==> src/rtl/dchk_pkg.sv <==
`timescale 1ns/1ps
package dchk_pkg;

    typedef enum logic [1:0] {
        DOM_NONE   = 2'b00,
        DOM_CLIENT = 2'b01,
        DOM_RSVD   = 2'b10,
        DOM_MGR    = 2'b11
    } dom_code_e;

    localparam logic [3:0] FT_DOM_SECT  = 4'b1001;
    localparam logic [3:0] FT_DOM_PAGE  = 4'b1011;
    localparam logic [3:0] FT_PERM_SECT = 4'b1101;
    localparam logic [3:0] FT_PERM_PAGE = 4'b1111;

    localparam int FT_W = 4;

endpackage

==> src/rtl/dchk_domain_ctl.sv <==
`timescale 1ns/1ps
module dchk_domain_ctl
    import dchk_pkg::*;
#(
    parameter int NUM_DOM = 16,
    localparam int DOM_W  = $clog2(NUM_DOM),
    localparam int DACR_W = 2 * NUM_DOM
) (
    input  logic              clk_i,
    input  logic              rst_ni,
    input  logic              wr_en_i,
    input  logic [DACR_W-1:0] wdata_i,
    input  logic              acc_valid_i,
    input  logic [DOM_W-1:0]  acc_dom_i,
    input  logic              perm_ok_i,
    output logic              dom_fault_o,
    output logic              perm_fault_o,
    output logic [DACR_W-1:0] dacr_o
);

    typedef struct packed {
        logic [DACR_W-1:0] dacr;
    } ctl_state_t;

    ctl_state_t st_d, st_q;
    dom_code_e  codes [NUM_DOM];
    dom_code_e  sel_code;

    for (genvar g = 0; g < NUM_DOM; g++) begin : g_field
        assign codes[g] = dom_code_e'(st_q.dacr[2*g +: 2]);
    end

    assign sel_code = codes[acc_dom_i];

    always_comb begin
        st_d = st_q;
        if (wr_en_i) begin
            st_d.dacr = wdata_i;
        end
    end

    always_comb begin
        dom_fault_o  = 1'b0;
        perm_fault_o = 1'b0;
        if (acc_valid_i) begin
            unique case (sel_code)
                DOM_NONE, DOM_RSVD: dom_fault_o  = 1'b1;
                DOM_CLIENT:         perm_fault_o = !perm_ok_i;
                DOM_MGR:            ;
                default:            dom_fault_o  = 1'b1;
            endcase
        end
    end

    always_ff @(posedge clk_i or negedge rst_ni) begin
        if (!rst_ni) begin
            st_q <= '0;
        end else begin
            st_q <= st_d;
        end
    end

    assign dacr_o = st_q.dacr;

    // at most one kind of fault per access
    assert_fault_exclusive_R2: assert property (@(posedge clk_i) disable iff (!rst_ni)
        !(dom_fault_o && perm_fault_o));

    // an idle cycle raises nothing
    assert_idle_quiet_R12: assert property (@(posedge clk_i) disable iff (!rst_ni)
        !acc_valid_i |-> (!dom_fault_o && !perm_fault_o));

endmodule

==> src/rtl/dchk_fault_status.sv <==
`timescale 1ns/1ps
module dchk_fault_status
    import dchk_pkg::*;
#(
    parameter int NUM_DOM = 16,
    localparam int DOM_W  = $clog2(NUM_DOM),
    localparam int STAT_W = DOM_W + FT_W
) (
    input  logic              clk_i,
    input  logic              rst_ni,
    input  logic              acc_valid_i,
    input  logic [DOM_W-1:0]  acc_dom_i,
    input  logic              is_data_i,
    input  logic              is_section_i,
    input  logic              burst_i,
    input  logic              dom_fault_i,
    input  logic              perm_fault_i,
    input  logic              wr_en_i,
    input  logic [STAT_W-1:0] wdata_i,
    output logic [STAT_W-1:0] status_o
);

    typedef struct packed {
        logic [STAT_W-1:0] status;
        logic              lock;
    } fs_state_t;

    fs_state_t       st_d, st_q;
    logic            record;
    logic [FT_W-1:0] ftype;

    always_comb begin
        if (dom_fault_i) begin
            ftype = is_section_i ? FT_DOM_SECT : FT_DOM_PAGE;
        end else begin
            ftype = is_section_i ? FT_PERM_SECT : FT_PERM_PAGE;
        end
    end

    always_comb begin
        record = acc_valid_i && is_data_i && (dom_fault_i || perm_fault_i)
                 && !(st_q.lock && burst_i);
        st_d = st_q;
        if (record) begin
            st_d.status = {acc_dom_i, ftype};
        end else if (wr_en_i) begin
            st_d.status = wdata_i;
        end
        st_d.lock = burst_i && (st_q.lock || record);
    end

    always_ff @(posedge clk_i or negedge rst_ni) begin
        if (!rst_ni) begin
            st_q <= '0;
        end else begin
            st_q <= st_d;
        end
    end

    assign status_o = st_q.status;

    // a recorded fault stores the access domain
    assert_capture_domain_R7: assert property (@(posedge clk_i) disable iff (!rst_ni)
        record |=> status_o[STAT_W-1:FT_W] == $past(acc_dom_i));

    // instruction side never alters the register
    assert_instr_hold_R8: assert property (@(posedge clk_i) disable iff (!rst_ni)
        (!is_data_i && !wr_en_i) |=> $stable(status_o));

    // a locked burst keeps its first fault
    assert_burst_keep_R9: assert property (@(posedge clk_i) disable iff (!rst_ni)
        (st_q.lock && burst_i && !wr_en_i) |=> $stable(status_o));

    // the lock drops once the burst ends
    assert_lock_release_R9: assert property (@(posedge clk_i) disable iff (!rst_ni)
        !burst_i |=> !st_q.lock);

endmodule

==> src/rtl/domain_fault_unit.sv <==
`timescale 1ns/1ps
module domain_fault_unit
    import dchk_pkg::*;
#(
    parameter int NUM_DOM = 16,
    parameter int REG_W   = 32,
    localparam int DOM_W  = $clog2(NUM_DOM),
    localparam int DACR_W = 2 * NUM_DOM,
    localparam int STAT_W = DOM_W + FT_W
) (
    input  logic             clk_i,
    input  logic             rst_ni,
    input  logic             acc_valid_i,
    input  logic [DOM_W-1:0] acc_domain_i,
    input  logic             acc_is_data_i,
    input  logic             acc_is_section_i,
    input  logic             perm_ok_i,
    input  logic             burst_i,
    input  logic             reg_wr_i,
    input  logic             reg_sel_i,
    input  logic [REG_W-1:0] reg_wdata_i,
    output logic [REG_W-1:0] reg_rdata_o,
    output logic             dom_fault_o,
    output logic             perm_fault_o
);

    logic [DACR_W-1:0] dacr;
    logic [STAT_W-1:0] status;

    dchk_domain_ctl #(.NUM_DOM(NUM_DOM)) ctl_i (
        .clk_i        (clk_i),
        .rst_ni       (rst_ni),
        .wr_en_i      (reg_wr_i && !reg_sel_i),
        .wdata_i      (reg_wdata_i[DACR_W-1:0]),
        .acc_valid_i  (acc_valid_i),
        .acc_dom_i    (acc_domain_i),
        .perm_ok_i    (perm_ok_i),
        .dom_fault_o  (dom_fault_o),
        .perm_fault_o (perm_fault_o),
        .dacr_o       (dacr)
    );

    dchk_fault_status #(.NUM_DOM(NUM_DOM)) fs_i (
        .clk_i        (clk_i),
        .rst_ni       (rst_ni),
        .acc_valid_i  (acc_valid_i),
        .acc_dom_i    (acc_domain_i),
        .is_data_i    (acc_is_data_i),
        .is_section_i (acc_is_section_i),
        .burst_i      (burst_i),
        .dom_fault_i  (dom_fault_o),
        .perm_fault_i (perm_fault_o),
        .wr_en_i      (reg_wr_i && reg_sel_i),
        .wdata_i      (reg_wdata_i[STAT_W-1:0]),
        .status_o     (status)
    );

    always_comb begin
        if (reg_sel_i) begin
            reg_rdata_o = REG_W'(status);
        end else begin
            reg_rdata_o = REG_W'(dacr);
        end
    end

    // a control-word write is visible on the read port next cycle
    assert_dacr_readback_R6: assert property (@(posedge clk_i) disable iff (!rst_ni)
        (reg_wr_i && !reg_sel_i) |=>
            (reg_sel_i || reg_rdata_o == REG_W'($past(reg_wdata_i[DACR_W-1:0]))));

endmodule

==> config.mk <==
export PLATFORM = sky130hd
export DESIGN_NAME = domain_fault_unit
export DESIGN_NICKNAME = d
export VERILOG_FILES = /design/src/rtl/dchk_pkg.sv /design/src/rtl/dchk_domain_ctl.sv /design/src/rtl/dchk_fault_status.sv /design/src/rtl/domain_fault_unit.sv
export SDC_FILE = /design/constraint.sdc
export NUM_CORES = 1
export LEC_CHECK = 0
export ABC_AREA = 1
export BUFFER_PORTS_ARGS = -buffer_cell sky130_fd_sc_hd__buf_2
export CAP_MARGIN = 20
export CORE_AREA = 4 4 72 74
export CTS_BUF_LIST = sky130_fd_sc_hd__clkbuf_4 sky130_fd_sc_hd__clkbuf_8 sky130_fd_sc_hd__clkbuf_16
export CTS_CLUSTER_SIZE = 28
export DETAILED_ROUTE_END_ITERATION = 8
export DIE_AREA = 0 0 76 78
export PLACE_DENSITY = 0.9
export SLEW_MARGIN = 20
export SYNTH_ARGS = -nofsm -noshare
export SYNTH_HDL_FRONTEND = slang
export SYNTH_SLANG_ARGS = --single-unit
==> constraint.sdc <==
create_clock -name clk_i -period 2 [get_ports clk_i]
set_input_delay 0.4 -clock clk_i [delete_from_list [all_inputs] [get_ports clk_i]]
set_output_delay 0.4 -clock clk_i [all_outputs]
set_load 0.1 [all_outputs]
==> out/results.md, run 1 <==
| Step | Quantity | This run |
|---|---|---|
| cells and area | Filler cell count | 279 |
| critical path | Count of buffering cells on the critical path with inverters included | 3 |
| synth | Distinct cell type count after synthesis | 18 |
| synth | Fraction of synthesized cell area in xor and xnor cells | 0% |
| cts | Clock input transition at the sequential cells of the worst setup and hold paths | 0.07 ns |
| cells and area | Ant. Diodes | 0 |
| critical path | Crit Path Max Fanout | 2 |
| cts | Insertion delay of the later-clocked pin in the worst-skew pair | 0.30 ns |
| power | Static Leak | 1.76 nW |
| grt | Combined global-route utilization of all metal layers | 23.2% |
| synth | Synth Area in Compound Gates | 13.1% |
| cts | Clk sink count | 41 |
| synth | Largest family of logic cells by synthesized area | simple AND/OR/NAND/NOR gates |
| route | Detailed-router iteration count before antenna repair | 4 |
| critical path | Crit path max-delay cell type | dfrtp_1 |
| cells and area | Fraction of final layout cells sized beyond drive strength 1 | 39.7% |
| outcome | Status | finished, violations left |
| power | PwrDens | 873 nW/µm² |
| synth | Synth Instances | 304 |
| timing | RSZ-0062 raised after global routing | yes |
| timing | Maximum clock skew at final layout | 0.00817 ns |
| timing | Max-slew headroom at the worst pin | 38.9% |
| die | Floorplan die area | 5930 µm² |
| grt | Total congestion overflow after global routing | 0 |
| placed design | GPL Wtd Cong | 0.962 |
| timing | Share of the cycle needed by the critical path after routing | 102% |
| critical path | Slowest Stage Delay on Critical Path | 0.40 ns |
| timing | Final count of pins violating max slew | 0 |
| die | # IOs | 79 |
| grt | Number of global-route vias before repair | 2377 |
| min path | Worst min path class | primary input to async pin |
| placed design | Quantity of I/O buffers inserted on ports | 78 |
| timing | Worst Hold Slack | 0.225 ns |
| die | Area of the core | 4600 µm² |
| power | Maximum resistive drop on vdd | 0.531 mV |
| critical path | Nature of the critical path endpoint | primary output |
| synth | Share of synthesized area spent on multiplexers | 2.04% |
| synth | Syn Nets | 349 |
| placed design | HPWL Detailed | 4880 µm |
| critical path | Launching element type of the critical path | register |
| grt | Number of antenna violations at the first check in global routing | 0 |
| route | Drt initial violations | 343 |
| timing | Slew at the pin closest to its max-slew limit | 0.917 ns |
| cts | Total number of H-tree levels | 2 |
| cts | Number of CTS-inserted buffers | 5 |
| synth | Total standard cell area after synthesis | 2210 µm² |
| timing | Total count of hold-check failures in the final report | 0 |
| critical path | CP cell instances | inv_1 -> nand2_1 -> o211ai_1 -> nand2_1 -> nor2_1 -> nor2_1 -> nor2_2 -> nand2_2 -> clkinvlp_4 -> buf_12 |
| cts | Bufs on Longest Clock Path | 2 |
| flow run | Max Cap Violations | 0 |
| route | Wire length per cell after detailed routing | 16.2 µm |
| cts | TritonCTS clock tree | built |
| die | Die Wd | 76 µm |
| critical path | Crit path DAT | 1.64 ns |
| route | Final wirelength | 7230 µm |
| cts | Library cell used as clock root buffer | clkbuf_8 |
| synth | Average footprint of a synthesized cell | 7.27 µm² |
| critical path | WP data required | 1.60 ns |
| critical path | Startpoint of the worst register-to-register path | ctl_i.dacr_o[20]$_DFFE_PN0P_ |
| timing | Fin crit period | 2.04 ns |
| cts | Count of hold buffers inserted by post-cts repair | 0 |
| timing | Highest clock rate | 0.489 GHz |
| die | Starting density of the core | 48.1% |
| timing | Total setup violations reported at the end of the flow | 2 |
| cells and area | Synthesis-to-layout area growth | 56.8% |
| synth | Flops & latches, synth | 41 |
| outcome | Violations in the final reports | negative setup slack |
| route | Detail Route Antenna Nets | 0 |
| timing | Crit path setup slack, layout | -0.0445 ns |
| grt | First-pass GRT wire length | 11200 µm |
| synth | Post-synthesis sequential area ratio | 46.4% |
| cells and area | Fin nets | 438 |
| die | Placement Rows | 25 |
| route | Vias post-DR | 2447 |
| critical path | Launch point of the critical path | ctl_i.dacr_o[3]$_DFFE_PN0P_ |
| critical path | Category of the most critical setup path | register to primary output |
| route | Via-to-Cell Ratio | 5.47 |
| route | DR DRC count | 0 |
| synth | Simple-gate share of the synthesized area | 27.9% |
| synth | Yosys warnings | 0 |
| die | Height of the chip | 78 µm |
| critical path | Largest delay share family, worst path | simple AND/OR/NAND/NOR gates |
| synth | Post-Synth Adder-Cell Area | 0% |
| grt | Pin count of the biggest net entering global routing | 42 |
| cells and area | Post-layout utilization of the core | 75.3% |
-- registers in the layout (all words and copies together), names as in the netlist --
signal         count
ctl_i.dacr_o      32
fs_i.status_o      8
fs_i.st_q          1
-- layout make-up --
| class | instances | area (µm²) | area share, % |
|---|---|---|---|
| repair buffers | 97 | 1070 | 30.8 |
| multi-input cells | 208 | 1050 | 30.3 |
| well taps | 54 | 67.6 | 1.95 |
| inverters | 40 | 163 | 4.69 |
| clock buffers | 7 | 90.1 | 2.60 |
| flip-flops and latches | 41 | 1030 | 29.6 |
-- cell usage after synthesis --
library cell  count  area, µm²
a21boi_2          1       11.3
inv_1            38        143
buf_6             2       22.5
nand2_4           2       22.5
nand3_1          28        140
clkbuf_1          7       26.3
o21ai_0           9       45.0
nand2_1          64        240
a21oi_1          35        175
nor2_1           55        206
inv_2             2       7.51
buf_2             4       20.0
nand2_2           1       6.26
dfrtp_1          41       1030
o211ai_1          5       37.5
buf_4             2       15.0
mux2_2            4       45.0
o21ai_1           4       20.0
-- cells by family (layout without fill, tap and decap cells) --
group                  Yosys count  after routing
flip-flops                      41             41
multiplexers                     4              4
buffers and inverters           55            144
AND/OR/NAND/NOR                150            150
AO/OA/AOI/OAI                   54             54
-- layer usage --
layer / up-vias / global-route usage, % / part of all wire [%]
met4: 0 / 10.7 / 4.4
met5: - / 0 / 0
met2: 129 / 36.9 / 50
met3: 39 / 6.50 / 7.8
li1: 1128 / - / -
met1: 1151 / 29.1 / 38
-- worst register-to-register path: cells and delay by family, from the launching register on --
kind | cells | cell delay (ns)
AO/OA/AOI/OAI | 2 | 0.29
buffers and inverters | 3 | 0.25
flip-flops | 1 | 0.34
AND/OR/NAND/NOR | 8 | 0.81
-- final timing paths --
kind | slack (ns) | cells past startpoint | endpoint
worst max-delay path | -0.04 | 10 | perm_fault_o
worst min-delay path | 0.23 | 1 | fs_i.st_q[0]$_DFF_PN0_
worst max register to register | 0.19 | 13 | fs_i.status_o[4]$_DFFE_PN0P_
worst min register to register | 0.54 | 2 | fs_i.st_q[0]$_DFF_PN0_
max in group asynchronous | 1.19 | 1 | fs_i.status_o[1]$_DFFE_PN0P_
min in group clk_i | 0.35 | 3 | ctl_i.dacr_o[31]$_DFFE_PN0P_
-- through the flow --
| step | setup TNS [ns] | area [µm²] | power (mW) | cells | setup WS (ns) |
|---|---|---|---|---|---|
| finish | -0.0760 | 3460 | 3.03 | 447 | -0.0445 |
| global placement | 0 | 3180 | 2.33 | 429 | 0.0578 |
| CTS | 0 | 3290 | 2.92 | 438 | 0.00845 |
| detailed placement | -0.161 | 3180 | 2.37 | 429 | -0.0840 |
| global route | -0.186 | 3460 | 3.14 | 447 | -0.108 |
| floorplan | -12.04 | 2220 | 1.86 | 304 | -0.431 |
-- what timing repair did --
action                                  in CTS  in global routing
setup buffers                                2                  9
pin swaps                                    2                 13
endpoints found under the setup margin       2                  2
resized for setup                            6                 44
-- cells in the final DEF, fill, tap and decap left out --
master / count
clkinvlp_4: 2
inv_2: 18
inv_1: 18
a21boi_2: 1
nand3_4: 1
buf_6: 2
nor2_2: 1
a21oi_4: 1
nand3_1: 19
o21ai_1: 11
inv_4: 2
mux2_2: 4
o21ai_0: 1
nand2_4: 2
buf_12: 35
nand2_2: 7
nor2_1: 54
nand2_1: 58
clkbuf_4: 2
o211ai_1: 5
a21oi_2: 4
buf_2: 42
dfrtp_1: 41
buf_4: 17
clkbuf_8: 6
a21oi_1: 30
nand3_2: 8
o21ai_2: 1
-- report_power, final --
part	switching (mW)	internal [mW]	leakage [nW]
Sequential	0.0687	0.942	0.463
Clock	0.283	0.287	0.0477
Combinational	0.954	0.491	1.25
Power figures use the tool's default switching activity.
==> run 2: changes to the inputs <==
- ABC_AREA: 1 -> 0
- CORE_AREA: 4 4 72 74 -> 4 4 73 75
- DIE_AREA: 0 0 76 78 -> 0 0 77 79
- PLACE_DENSITY: 0.9 -> 0.89
==> out/results.md, run 2 <==
| Step | Quantity | This run |
|---|---|---|
| outcome | Status | finished, violations left |
| outcome | Violations in the final reports | negative setup slack |
| route | Final wirelength | 5570 µm |
| synth | EDFF count, synth | 0 |
| cells and area | Multi-input combinational cell area | 1220 µm² |
| cells and area | Synthesis-to-layout area growth | 53.0% |
| timing | Worst Hold Slack | 0.0558 ns |
| synth | Main synth FF type | dfrtp_1 |
| synth | Post-synthesis sequential area ratio | 45.7% |
| timing | RSZ-0062 raised after global routing | yes |
| min path | Worst min path class | primary input to async pin |
| synth | Post-Synth Adder-Cell Area | 0% |
| synth | Synth Instances | 165 |
| placed design | HPWL Detailed | 4260 µm |
| synth | Synth async-reset ratio | 100% |
| timing | Maximum clock skew at final layout | 0.00314 ns |
| synth | Share of synthesized area spent on multiplexers | 36.3% |
| die | Height of the chip | 79 µm |
| grt | Pin count of the biggest net entering global routing | 24 |
| cells and area | Finished layout cell area | 3440 µm² |
| timing | Crit path setup slack, layout | -0.284 ns |
| power | PwrDens | 933 nW/µm² |
| critical path | Nature of the critical path endpoint | primary output |
| synth | Distinct cell type count after synthesis | 26 |
| flow run | Max Cap Violations | 0 |
| die | Area of the core | 4660 µm² |
| cts | TritonCTS clock tree | built |
| route | Drt initial violations | 86 |
| synth | Cell type with the highest aggregate area in the netlist | dfrtp_1 |
| synth | Fraction of synthesized cell area in xor and xnor cells | 0% |
| cts | Clock input transition at the sequential cells of the worst setup and hold paths | 0.08 ns |
| die | Starting density of the core | 48.2% |
| synth | Simple-gate share of the synthesized area | 11.4% |
| timing | Share of the cycle needed by the critical path after routing | 114% |
| timing | Total setup violations reported at the end of the flow | 8 |
| cells and area | Fin nets | 301 |
| critical path | Crit path DAT | 1.88 ns |
| route | DR DRC count | 0 |
| cells and area | Filler cell count | 297 |
| synth | Syn Nets | 210 |
| critical path | R2r endpoint | fs_i.status_o[7]$_DFFE_PN0P_ |
| synth | Yosys warnings | 0 |
| route | Vias post-DR | 1673 |
| timing | Highest clock rate | 0.438 GHz |
| synth | Cells taking the most area after synthesis | dfrtp_1 (46%), mux2_2 (22%), nor2b_1 (7.0%) |
| grt | Combined global-route utilization of all metal layers | 19.5% |
| route | Via-to-Cell Ratio | 5.38 |
| critical path | WP data required | 1.60 ns |
| cts | Count of hold buffers inserted by post-cts repair | 0 |
| synth | Flops & latches, synth | 41 |
| die | Placement Rows | 25 |
| die | Die Wd | 77 µm |
| critical path | Category of the most critical setup path | register to primary output |
| timing | Final count of pins violating max slew | 0 |
| critical path | Internal reg-to-reg setup slack | -0.11 ns |
| placed design | Cell count after placement | 297 |
| timing | Fin crit period | 2.28 ns |
| cells and area | Flip-flop and latch area | 1030 µm² |
| power | Static Leak | 1.56 nW |
| synth | List of most frequent post-synthesis cells | mux2_2 (44), dfrtp_1 (41), nor2b_1 (25) |
| route | Wire length per cell after detailed routing | 17.9 µm |
| grt | Number of antenna violations at the first check in global routing | 0 |
| cells and area | Number of flip-flops in the largest register | 32 |
| placed design | Quantity of I/O buffers inserted on ports | 78 |
| synth | Synth Area in Compound Gates | 3.34% |
| synth | Total standard cell area after synthesis | 2250 µm² |
| cells and area | Most frequent cells in the layout | mux2_2 (44), buf_2 (44), dfrtp_1 (41) |
| timing | Max-slew headroom at the worst pin | 67.9% |
| power | Total Power | 3.21 mW |
| timing | Slew at the pin closest to its max-slew limit | 0.484 ns |
| power | Maximum resistive drop on vdd | 0.501 mV |
| cts | Clk sink count | 41 |
| critical path | Capture point of the critical path | dom_fault_o |
| timing | Final-layout setup total negative slack | -0.927 ns |
| cts | Library cell used as clock root buffer | clkbuf_8 |
| placed design | Cell area after placement | 3260 µm² |
| cts | Number of CTS-inserted buffers | 5 |
| die | Floorplan die area | 6080 µm² |
| critical path | Startpoint of the worst register-to-register path | ctl_i.dacr_o[26]$_DFFE_PN0P_ |
| cts | Bufs on Longest Clock Path | 2 |
| synth | Yosys top cell area share | 45.7% |
| cts | Total number of H-tree levels | 2 |
| placed design | Placement Setup Slack | -0.295 ns |
| timing | Total count of hold-check failures in the final report | 0 |
| critical path | Crit Path Max Fanout | 3 |
| placed design | GPL Wtd Cong | 0.768 |
| grt | Total congestion overflow after global routing | 0 |
| grt | First-pass GRT wire length | 9350 µm |
| route | Detailed-router iteration count before antenna repair | 4 |
| route | Detail Route Antenna Nets | 0 |
| cells and area | Ant. Diodes | 0 |
| cells and area | Fraction of final layout cells sized beyond drive strength 1 | 73.9% |
| cts | Insertion delay of the later-clocked pin in the worst-skew pair | 0.28 ns |
| cells and area | Final instance count without filler cells | 311 |
| critical path | Launching element type of the critical path | register |
| die | # IOs | 79 |
| synth | Average footprint of a synthesized cell | 13.6 µm² |
| synth | Most frequent cell after synthesis | mux2_2 |
| cells and area | Post-layout utilization of the core | 73.7% |
| critical path | Launch point of the critical path | ctl_i.dacr_o[26]$_DFFE_PN0P_ |
| synth | Largest family of logic cells by synthesized area | multiplexers |
| critical path | Worst Reg-to-Reg Cells | 8 |
| grt | Number of global-route vias before repair | 1833 |
[run 2: power breakdown]
part	internal [mW]	switching [mW]	total, mW
registers	0.961	0.0950	1.06
clock network	0.289	0.273	0.562
logic	0.663	0.926	1.59
total	1.91	1.29	3.21
[run 2: final cells by class]
class	count	share of cell area [%]
flip-flops and latches	41	29.9
well taps	54	1.97
clock buffers	8	2.66
repair buffers	95	30.0
multi-input cells	113	35.5
[run 2: logic make-up (layout without fill, tap and decap cells)]
family | Yosys count | after routing
muxes | 65 | 65
DFF | 41 | 41
and+or+nand+nor | 41 | 41
buffers and inverters | 11 | 103
AOI/OAI and AO/OA | 7 | 7
[run 2: metal layers]
| layer | up-vias | track usage [%] | wire [µm] |
|---|---|---|---|
| met5 | - | 0 | 0 |
| met4 | 0 | 5.16 | 61 |
| met3 | 6 | 6.12 | 351 |
| met2 | 58 | 33.4 | 2920 |
| met1 | 831 | 24.1 | 2230 |
| li1 | 778 | - | - |
[run 2: timing repair]
item | CTS | global route
pin swaps | 1 | 2
setup endpoints to repair | 2 | 7
resized for setup | 5 | 3
buffers inserted | 1 | 5
[run 2: how the worst min path moves through the flow]
stage | slack (ns) | endpoint | from
5_1_grt | 0.06 | fs_i.st_q[0]$_DFF_PN0_ | rst_ni
6_report | 0.06 | ctl_i.dacr_o[8]$_DFFE_PN0P_ | rst_ni
3_5_place_dp | 0.37 | fs_i.status_o[0]$_DFFE_PN0P_ | rst_ni
3_3_place_gp | 0.36 | fs_i.status_o[0]$_DFFE_PN0P_ | rst_ni
2_1_floorplan | 0.10 | ctl_i.dacr_o[0]$_DFFE_PN0P_ | rst_ni
4_1_cts | 0.06 | fs_i.status_o[6]$_DFFE_PN0P_ | rst_ni
[run 2: critical path, cell delays in order, from the launching register on]
cell and delay [ns]:
dfrtp_1 0.40, mux4_2 0.48, nand3b_1 0.15, and4_4 0.26
and2_4 0.15, buf_12 0.16
==> run 3: changes to the inputs <==
- ABC_AREA: 0 -> default
- BUFFER_PORTS_ARGS: -buffer_cell sky130_fd_sc_hd__buf_2 -> -buffer_cell sky130_fd_sc_hd__buf_4
==> out/results.md, run 3 (synthesis gave the netlist of run 2 again) <==
| Step | Quantity | This run |
|---|---|---|
| route | Final wirelength | 5450 µm |
| timing | Final count of pins violating max slew | 0 |
| critical path | WP data required | 1.60 ns |
| timing | RSZ-0062 raised after global routing | yes |
| placed design | GPL Wtd Cong | 0.769 |
| critical path | Capture point of the critical path | dom_fault_o |
| critical path | Worst Reg-to-Reg Cells | 7 |
| timing | Fin crit period | 2.24 ns |
| outcome | Status | finished, violations left |
| timing | Crit path setup slack, layout | -0.240 ns |
| route | Vias post-DR | 1669 |
| min path | Worst min path class | primary input to async pin |
| die | Die Wd | 77 µm |
| die | Placement Rows | 25 |
| flow run | Max Cap Violations | 0 |
| die | Starting density of the core | 48.2% |
| cells and area | Most frequent cells in the layout | buf_4 (95), mux2_2 (44), dfrtp_1 (41) |
| die | Height of the chip | 79 µm |
| cts | Clock input transition at the sequential cells of the worst setup and hold paths | 0.07 ns |
| timing | Total setup violations reported at the end of the flow | 2 |
| timing | Slew at the pin closest to its max-slew limit | 0.513 ns |
| grt | Number of antenna violations at the first check in global routing | 0 |
| placed design | Cell count after placement | 302 |
| cells and area | Most frequent standard cell in the layout excluding fill and tap cells | buf_4 |
| cts | TritonCTS clock tree | built |
| route | Detail Route Antenna Nets | 0 |
| timing | Share of the cycle needed by the critical path after routing | 112% |
| timing | Maximum clock skew at final layout | 0.00332 ns |
| placed design | HPWL Detailed | 4130 µm |
| die | # IOs | 79 |
| cells and area | Post-layout utilization of the core | 69.2% |
| timing | Max-slew headroom at the worst pin | 65.8% |
| route | Wire length per cell after detailed routing | 17.2 µm |
| die | Area of the core | 4660 µm² |
| power | PwrDens | 947 nW/µm² |
| route | Detailed-router iteration count before antenna repair | 4 |
| power | Maximum resistive drop on vdd | 0.541 mV |
| placed design | Cell area after placement | 3020 µm² |
| critical path | Internal reg-to-reg setup slack | 0.02 ns |
| cells and area | Fin nets | 306 |
| timing | Total count of hold-check failures in the final report | 0 |
| cells and area | Final instance count without filler cells | 316 |
| placed design | Placement Setup Slack | -0.264 ns |
| cts | Clk sink count | 41 |
| critical path | Launching element type of the critical path | register |
| cells and area | Finished layout cell area | 3220 µm² |
| cells and area | Synthesis-to-layout area growth | 43.5% |
| cts | Number of CTS-inserted buffers | 5 |
| route | Drt initial violations | 99 |
| critical path | Nature of the critical path endpoint | primary output |
| cts | Total number of H-tree levels | 2 |
| timing | Highest clock rate | 0.446 GHz |
| grt | Number of global-route vias before repair | 1735 |
| route | DR DRC count | 0 |
| cells and area | Ant. Diodes | 0 |
| grt | Combined global-route utilization of all metal layers | 18.8% |
| cells and area | Number of flip-flops in the largest register | 32 |
| grt | Total congestion overflow after global routing | 0 |
| critical path | Crit path DAT | 1.84 ns |
| outcome | Violations in the final reports | negative setup slack |
| cells and area | Fraction of final layout cells sized beyond drive strength 1 | 74.8% |
| cts | Library cell used as clock root buffer | clkbuf_8 |
| power | Static Leak | 1.52 nW |
| die | Floorplan die area | 6080 µm² |
| grt | Pin count of the biggest net entering global routing | 42 |
| placed design | Quantity of I/O buffers inserted on ports | 78 |
| cts | Bufs on Longest Clock Path | 2 |
| critical path | R2r endpoint | fs_i.status_o[4]$_DFFE_PN0P_ |
| grt | First-pass GRT wire length | 8730 µm |
| critical path | Crit Path Max Fanout | 3 |
| route | Via-to-Cell Ratio | 5.28 |
| cts | Insertion delay of the later-clocked pin in the worst-skew pair | 0.29 ns |
| critical path | Category of the most critical setup path | register to primary output |
| critical path | Startpoint of the worst register-to-register path | ctl_i.dacr_o[16]$_DFFE_PN0P_ |
| critical path | Launch point of the critical path | ctl_i.dacr_o[4]$_DFFE_PN0P_ |
-- run 3: changes by cell type in the layout (fill, tap and decap cells not counted) --
cell and delta:
buf_12 -31, nand4_2 -1, buf_2 -44, nand4_4 +1, buf_4 +80, clkinv_2 +1
clkbuf_8 +2, mux2i_1 -1, clkbuf_4 -4, mux2i_2 +1, buf_6 +1
-- run 3: worst max-delay path: stages (launching register included) --
cell,delay [ns]
dfrtp_1,0.41
mux4_2,0.47
nand3b_1,0.12
and4_4,0.23
and2_4,0.15
buf_12,0.16
-- run 3: cell type report --
type	count	area (µm²)
clock buffer	7	96.3
multi-input combinational	113	1230
tap	54	67.6
timing repair buffer	100	796
sequential	41	1030
fill	341	1440
clock inverter	1	5.00
-- run 3: timing repair --
| action | in CTS | in global routing |
|---|---|---|
| pin swaps | 4 | 6 |
| resized for setup | 8 | 3 |
| setup endpoints to repair | 7 | 7 |
| buffers inserted | 5 | 1 |
| hold buffers | 0 | 0 |
-- run 3: through the flow --
stage	hold WS, ns	setup TNS, ns	power [mW]
floorplan	0.104	-3.13	2.09
global placement	0.411	-1.32	2.41
finish	0.0817	-0.476	3.05
global route	0.114	-0.802	3.17
detailed placement	0.407	-1.83	2.44
CTS	0.0928	-0.463	3.07
-- run 3: layer usage --
layer  global-route usage [%]  vias up  part of all wire, %
met5                        0        -                    0
li1                         -      784                    -
met4                     7.30        0                  1.6
met3                     6.01       10                  7.1
met2                     32.7       60                   52
met1                     21.6      815                   39
-- run 3: worst min-delay path by stage --
stage                start                      endpoint  slack (ns)  cells past startpoint
finish              rst_ni   ctl_i.dacr_o[8]$_DFFE_PN0P_        0.08                      1
global route        rst_ni   ctl_i.dacr_o[8]$_DFFE_PN0P_        0.11                      1
CTS                 rst_ni  ctl_i.dacr_o[14]$_DFFE_PN0P_        0.09                      1
detailed placement  rst_ni   ctl_i.dacr_o[8]$_DFFE_PN0P_        0.41                      1
global placement    rst_ni   ctl_i.dacr_o[8]$_DFFE_PN0P_        0.41                      1
floorplan           rst_ni   ctl_i.dacr_o[0]$_DFFE_PN0P_        0.10                      0
-- run 3: power breakdown --
group / switching [mW] / internal [mW]
combinational: 0.891 / 0.520
clock: 0.273 / 0.312
sequential: 0.0946 / 0.961
total: 1.26 / 1.79
